`src/rtl/exv_pkg.sv`:
```
package exv_pkg;

    // Exception codes: code * 4 is the vector offset; code 5 is reserved.
    typedef enum logic [2:0] {
        EX_RST  = 3'd0,
        EX_UND  = 3'd1,
        EX_SWI  = 3'd2,
        EX_PABT = 3'd3,
        EX_DABT = 3'd4,
        EX_IRQ  = 3'd6,
        EX_FIQ  = 3'd7
    } exc_e;

    typedef enum logic [2:0] {
        MD_USR = 3'd0,
        MD_FIQ = 3'd1,
        MD_IRQ = 3'd2,
        MD_SVC = 3'd3,
        MD_ABT = 3'd4,
        MD_UND = 3'd5
    } mode_e;

    typedef enum logic [1:0] {
        ST_RESET = 2'd0,
        ST_IDLE  = 2'd1,
        ST_TAKE  = 2'd2
    } st_e;

    localparam int unsigned NUM_KINDS = 7;

endpackage

```
`src/rtl/exv_prio.sv`:
```
module exv_prio
    import exv_pkg::*;
(
    input  logic req_rst,
    input  logic req_und,
    input  logic req_swi,
    input  logic req_pabt,
    input  logic req_dabt,
    input  logic req_irq,
    input  logic req_fiq,
    input  logic mask_irq,
    input  logic mask_fiq,
    output logic win_vld,
    output exc_e win_id
);

    localparam int unsigned N = NUM_KINDS;

    // Requests ordered by rank: index 0 is highest priority.
    logic [N-1:0] ranked;
    exc_e         code_at [N];

    assign ranked = {req_swi, req_und, req_pabt,
                     req_irq & ~mask_irq, req_fiq & ~mask_fiq,
                     req_dabt, req_rst};

    assign code_at[0] = EX_RST;
    assign code_at[1] = EX_DABT;
    assign code_at[2] = EX_FIQ;
    assign code_at[3] = EX_IRQ;
    assign code_at[4] = EX_PABT;
    assign code_at[5] = EX_UND;
    assign code_at[6] = EX_SWI;

    always_comb begin
        win_vld = |ranked;
        win_id  = EX_RST;
        for (int i = N - 1; i >= 0; i--) begin
            if (ranked[i]) win_id = code_at[i];
        end
    end

endmodule

```
`src/rtl/exv_vec.sv`:
```
module exv_vec
    import exv_pkg::*;
#(
    parameter int unsigned       ADDR_W  = 32,
    parameter logic [ADDR_W-1:0] HI_BASE = 32'hFFFF_0000
) (
    input  exc_e              id,
    input  logic              hivec,
    output logic [ADDR_W-1:0] addr,
    output mode_e             mode
);

    localparam int unsigned OFF_W = 5;

    logic [OFF_W-1:0] offset;

    assign offset = {id, 2'b00};
    assign addr   = (hivec ? HI_BASE : '0) | {{(ADDR_W-OFF_W){1'b0}}, offset};

    always_comb begin
        unique case (id)
            EX_RST:  mode = MD_SVC;
            EX_SWI:  mode = MD_SVC;
            EX_UND:  mode = MD_UND;
            EX_PABT: mode = MD_ABT;
            EX_DABT: mode = MD_ABT;
            EX_IRQ:  mode = MD_IRQ;
            EX_FIQ:  mode = MD_FIQ;
            default: mode = MD_SVC;
        endcase
    end

endmodule

```
`src/rtl/exv_unit.sv`:
```
module exv_unit
    import exv_pkg::*;
#(
    parameter int unsigned       ADDR_W  = 32,
    parameter logic [ADDR_W-1:0] HI_BASE = 32'hFFFF_0000
) (
    input  logic              clk,
    input  logic              rst,
    input  logic              req_rst,
    input  logic              req_und,
    input  logic              req_swi,
    input  logic              req_pabt,
    input  logic              req_dabt,
    input  logic              req_irq,
    input  logic              req_fiq,
    input  logic              mask_irq,
    input  logic              mask_fiq,
    input  logic              hivec,
    output logic [ADDR_W-1:0] vec_addr,
    output logic [2:0]        new_mode,
    output logic [2:0]        exc_id,
    output logic              take
);

    st_e               state_q, state_d;
    logic              win_vld;
    exc_e              win_id, sel_id, id_q;
    logic [ADDR_W-1:0] sel_addr, addr_q;
    mode_e             sel_mode, mode_q;

    exv_prio u_prio (
        .req_rst  (req_rst),
        .req_und  (req_und),
        .req_swi  (req_swi),
        .req_pabt (req_pabt),
        .req_dabt (req_dabt),
        .req_irq  (req_irq),
        .req_fiq  (req_fiq),
        .mask_irq (mask_irq),
        .mask_fiq (mask_fiq),
        .win_vld  (win_vld),
        .win_id   (win_id)
    );

    assign sel_id = rst ? EX_RST : win_id;

    exv_vec #(.ADDR_W(ADDR_W), .HI_BASE(HI_BASE)) u_vec (
        .id    (sel_id),
        .hivec (hivec),
        .addr  (sel_addr),
        .mode  (sel_mode)
    );

    always_comb begin
        if (rst)          state_d = ST_RESET;
        else if (win_vld) state_d = ST_TAKE;
        else              state_d = ST_IDLE;
    end

    // State register
    always_ff @(posedge clk) begin
        state_q <= state_d;
    end

    // Output registers
    always_ff @(posedge clk) begin
        unique case (state_d)
            ST_RESET, ST_TAKE: begin
                addr_q <= sel_addr;
                mode_q <= sel_mode;
                id_q   <= sel_id;
            end
            ST_IDLE: begin
                addr_q <= addr_q;
                mode_q <= mode_q;
                id_q   <= id_q;
            end
            default: begin
                addr_q <= sel_addr;
                mode_q <= sel_mode;
                id_q   <= sel_id;
            end
        endcase
    end

    assign take     = (state_q == ST_TAKE);
    assign vec_addr = addr_q;
    assign new_mode = mode_q;
    assign exc_id   = id_q;

endmodule

```
`config.mk`:
```
export PLATFORM = sky130hd
export DESIGN_NAME = exv_unit
export DESIGN_NICKNAME = d
export VERILOG_FILES = /design/src/rtl/exv_pkg.sv /design/src/rtl/exv_prio.sv /design/src/rtl/exv_vec.sv /design/src/rtl/exv_unit.sv
export SDC_FILE = /design/constraint.sdc
export NUM_CORES = 1
export LEC_CHECK = 0
export CAP_MARGIN = 5
export CORE_ASPECT_RATIO = 0.6
export CORE_UTILIZATION = 51
export DETAILED_ROUTE_END_ITERATION = 8
export GPL_ROUTABILITY_DRIVEN = 0
export HOLD_SLACK_MARGIN = 0.02
export PLACE_DENSITY = 0.94
export SYNTH_ARGS = -nofsm -noshare
export SYNTH_HDL_FRONTEND = slang
export SYNTH_HIERARCHICAL = 1
export SYNTH_SLANG_ARGS = --single-unit
```
`constraint.sdc`:
```
create_clock -name clk -period 5.6 [get_ports clk]
set_clock_uncertainty 0.15 [all_clocks]
set_input_delay 1.12 -clock clk [delete_from_list [all_inputs] [get_ports clk]]
set_output_delay 1.12 -clock clk [all_outputs]
set_load 0.01 [all_outputs]
```
# Word-level counts from Yosys, hierarchy flattened
# Cells that the tools add are included.
dict set report word_totals {
  elab_cells 30
  output_inout_bits 39
  register_bits 40
}
dict set report classes {
  n_eq_ne 7
  n_reduce_logical 2
  bitwise_logic 5
  n_mux 12
}
# op count
set ops {}
lappend ops {{2-to-1 mux 32 bit} 1}
lappend ops {{OR 32 x 5 -> 32 bit} 1}
lappend ops {{2-to-1 mux 3 bit} 5}
lappend ops {{one-hot mux 3 bit (4 select lines)} 1}
lappend ops {{2-to-1 mux 2 bit} 5}
lappend ops {{== test 3 bit (second input constant)} 3}
lappend ops {{OR reduction 7 bit} 1}
lappend ops {{== test 3 x 1 -> 1 bit (second input constant)} 1}
lappend ops {{== test 3 x 2 -> 1 bit (second input constant)} 1}
lappend ops {{bitwise AND 1 bit} 2}
lappend ops {{== test 2 x 1 -> 1 bit (second input constant)} 1}
lappend ops {{== test 2 bit (second input constant)} 1}
lappend ops {{inverter 1 bit} 2}
lappend ops {{OR reduction 2 bit} 1}

# Logic depth before layout (Yosys ltp)
dict set report logic_depth {
  word_depth 11
  mapped_depth 6
  mapped_depth_nobuf 6
}

# Hierarchy
# Netlist, hierarchy kept.
# mod n_inst area_each_um2 cells_per_inst
set modules_own_cells {}
lappend modules_own_cells {exv_unit 1 1222.4 47}
lappend modules_own_cells {exv_vec 1 286.5 39}
lappend modules_own_cells {exv_prio 1 78.8 13}

# Worst setup path before layout
# No wires, ideal clock.
dict set report synth_path {
  kind {input port to flip-flop}
  start {in mask_irq}
  end {reg id_q[0], in the netlist exc_id[0] (enable)}
  stages 4
  arrival_ns 2.365
  path_slack_ns 2.688
  path_buffers 0
  cell_sequence {nand2b_2 nand2_1 or3_1 or2_1}
}
dict set report synth_between {
  elab_chain_cells 6
}
# item line
set synth_lines {}
lappend synth_lines {{start, declared} exv_unit.sv:16} ;# input logic mask_irq,
lappend synth_lines {{inverter 1 bit} exv_prio.sv:24} ;# req_irq & ~mask_irq, req_fiq & ~mask_fiq,
lappend synth_lines {{bitwise AND 1 bit} exv_prio.sv:24}
lappend synth_lines {{OR reduction 7 bit} exv_prio.sv:36} ;# win_vld = |ranked;
lappend synth_lines {{net win_vld} exv_unit.sv:26} ;# logic win_vld;
lappend synth_lines {{2-to-1 mux 2 bit} exv_unit.sv:56} ;# else if (win_vld) state_d = ST_TAKE;
lappend synth_lines {{2-to-1 mux 2 bit} exv_unit.sv:55} ;# if (rst) state_d = ST_RESET;
lappend synth_lines {{== test 2 x 1 -> 1 bit} exv_unit.sv:67} ;# unique case (state_d)
lappend synth_lines {{end signal, assigned} exv_unit.sv:71} ;# id_q <= sel_id;
lappend synth_lines {{end signal, assigned} exv_unit.sv:76} ;# id_q <= id_q;
lappend synth_lines {{end signal, assigned} exv_unit.sv:81} ;# id_q <= sel_id;
lappend synth_lines {{end, declared} exv_unit.sv:27} ;# exc_e win_id, sel_id, id_q;
# The timed path passes the listed nets, and every way through them passes these cells.
# A chain may end at the register's enable or synchronous reset.

# Worst setup path in the final report
dict set report layout_path {
  start {in mask_irq}
  end {reg id_q[2], in the netlist exc_id[2] (enable)}
}
# Same word-level chain as after synthesis.

==> summary.txt <==
Layout fillers -> 196
Status -> completed
Max-Cap Viols -> 0
Top cells by area, synth -> edfxtp_1 (72%), buf_4 (15%), dfxtp_1 (2.5%)
Post-Synthesis Cells -> 99
Synth cell types -> 21
Max Root-Sink Buffers -> 2
Max-slew violations -> 0
Clock transition at the registers of the reported paths -> 0.07 ns
Via density -> 4.296
Vias -> 769
Root buffer cell -> clkbuf_8
CP Capture Type -> flip-flop
Die W -> 74.04 microns
Max rail drop VDD -> 122.9 uV
Fmax -> 342.7 MHz
Share of cells above drive strength 1 -> 6.569%
Final setup violation count -> 0
Initial antenna violation count -> 0
Critical path arrival -> 2.77 ns
Final Hold Viols -> 0
TritonRoute pass-1 iters -> 4
Die area -> 3348 sq um
Critical path class -> in -> reg
Asr flop ratio synth -> 0%
Min cycle time layout -> 2.918 ns
Placed wire-length estimate -> 1508 microns
Worst setup SP type -> input pin
Post-Route Setup TNS -> 0 ns
P_leak -> 0.7708 nW
Post_cts resized -> 0
Setup WS pre-CTS -> 2.385 ns
Syn_area_per_cell -> 16.04 sq um
Postcts setup bufs -> 0
Hold Crit Class -> in -> reg
Register area share after synthesis -> 74.39%
Layout area overhead -> 27.82%
Post-Syn Area -> 1588 sq um
Pin count of the biggest net entering global routing -> 33
Port Buffer Count -> 50
# IOs -> 51
Global-route wire length before repair -> 3063 microns
Hold-fix buffers, CTS -> 0
Yosys top cell by area -> edfxtp_1
Fin nets -> 149
H-tree levels -> 2
Count leader, synth -> edfxtp_1
Total GRT Usage -> 14.24%
Number of global-route vias before repair -> 670
EDFF count, synth -> 38
Height of the chip -> 45.22 microns
Hold depth -> 2
Core box area -> 2909 sq um
DR WL/cell -> 12.34 microns
CTS sink cnt -> 40
Unrepaired setup endpoints after global routing -> false
Power Density -> 285.5 nW/um^2
Drc violations -> 0
Commonest cells in the netlist -> edfxtp_1 (38), buf_4 (32), nor2b_1 (6)
FF+latch count, synth -> 40
Crit path max fanout -> 32
ANT nets after route -> 0
Final critical-path share of the clock period -> 52.11%
Main flop type after synthesis -> edfxtp_1
Final WS setup -> 2.682 ns
Critical Path RT -> 5.45 ns
Post-synth top area share -> 71.87%
CTS Buf Count -> 5
Starting DRT DRC Count -> 51
Crit. Startpoint -> mask_irq
Gr ovfl total -> 0
Worst Hold Launch -> rst
Ys Warns -> 6
Initial Utilization -> 54.58%
CTS tree -> yes
Routed wire length -> 2209 microns
Row count -> 15
# diodes -> 0
[cells by family (layout without fill, tap and decap cells)]
group	Yosys count	after routing	synth area share, %
buffers and inverters	34	60	15.60
AND/OR/NAND/NOR	17	17	6.542
other	1	13	0.2362
AO/OA/AOI/OAI	5	5	2.049
multiplexers	1	1	0.6304
XOR/XNOR	1	1	0.5517
flip-flops	40	40	74.39
[cell type report]
cell class / instances / area (sq um) / area share, %
Sequential cell: 40 / 1181 / 58.20
Timing Repair Buffer: 51 / 508.0 / 25.03
Multi-Input combinational cell: 37 / 203.9 / 10.05
Clock buffer: 5 / 68.82 / 3.391
Tap cell: 42 / 52.55 / 2.589
Clock inverter: 2 / 7.507 / 0.3699
Inverter: 2 / 7.507 / 0.3699
[critical path, cell delays in order]
cell and delay, ns:
clkdlybuf4s50_1 0.45, nand2b_2 0.12, nand2_1 0.06, or3_1 0.37
or2_1 0.33, buf_4 0.30
[stage by stage]
step | instance area (sq um) | hold slack [ns] | util, % | cells | total power [mW]
after floorplan | 1633 | 1.042 | - | 111 | 0.3883
after global placement | 1953 | 1.632 | 67.14 | 172 | 0.4156
after detailed placement | 1953 | 1.625 | 67.14 | 172 | 0.4177
after CTS | 2029 | 1.331 | 69.76 | 179 | 0.5880
after global routing | 2029 | 1.381 | 69.76 | 179 | 0.6004
final | 2029 | 1.348 | 69.76 | 179 | 0.5793
[sequential cells by signal (all words and copies together) (netlist names)]
signal	flops
state_q	2
vec_addr	32
new_mode	3
exc_id	3
[power breakdown]
| group | leakage, nW | internal (mW) | switching, mW |
|---|---|---|---|
| Sequential | 0.425 | 0.344 | 0.00525 |
| Combinational | 0.307 | 0.0377 | 0.0239 |
| Clock | 0.0391 | 0.0821 | 0.0861 |
| Total | 0.771 | 0.464 | 0.115 |
[worst paths after layout]
kind / endpoint / slack, ns
worst max-delay path: exc_id[2] / 2.68
worst min-delay path: state_q[0] / 1.35
[layout by cell type, fill, tap and decap left out, drive strengths merged]
| cell | count |
|---|---|
| clkbuf | 5 |
| o31a | 1 |
| a21boi | 1 |
| clkinv | 2 |
| xnor2 | 1 |
| inv | 2 |
| a21oi | 1 |
| nor2b | 6 |
| nor2 | 3 |
| mux2i | 1 |
| conb | 13 |
| o21ai | 1 |
| or3 | 1 |
| and3b | 1 |
| dfxtp | 2 |
| nand2 | 2 |
| buf | 1 |
| a31oi | 1 |
| clkdlybuf4s50 | 50 |
| nand2b | 3 |
| edfxtp | 38 |
| or2 | 1 |
[metal layers]
layer / vias up / global-route usage [%] / part of all wire [%] / wire (microns)
met3: 5 / 7.143 / 10 / 222
met1: 346 / 16.67 / 44 / 963
li1: 373 / - / - / -
met2: 45 / 21.09 / 44 / 977
met4: 0 / 9.231 / 2.1 / 46
met5: - / 0 / 0 / 0
Power figures use the tool's default switching activity.
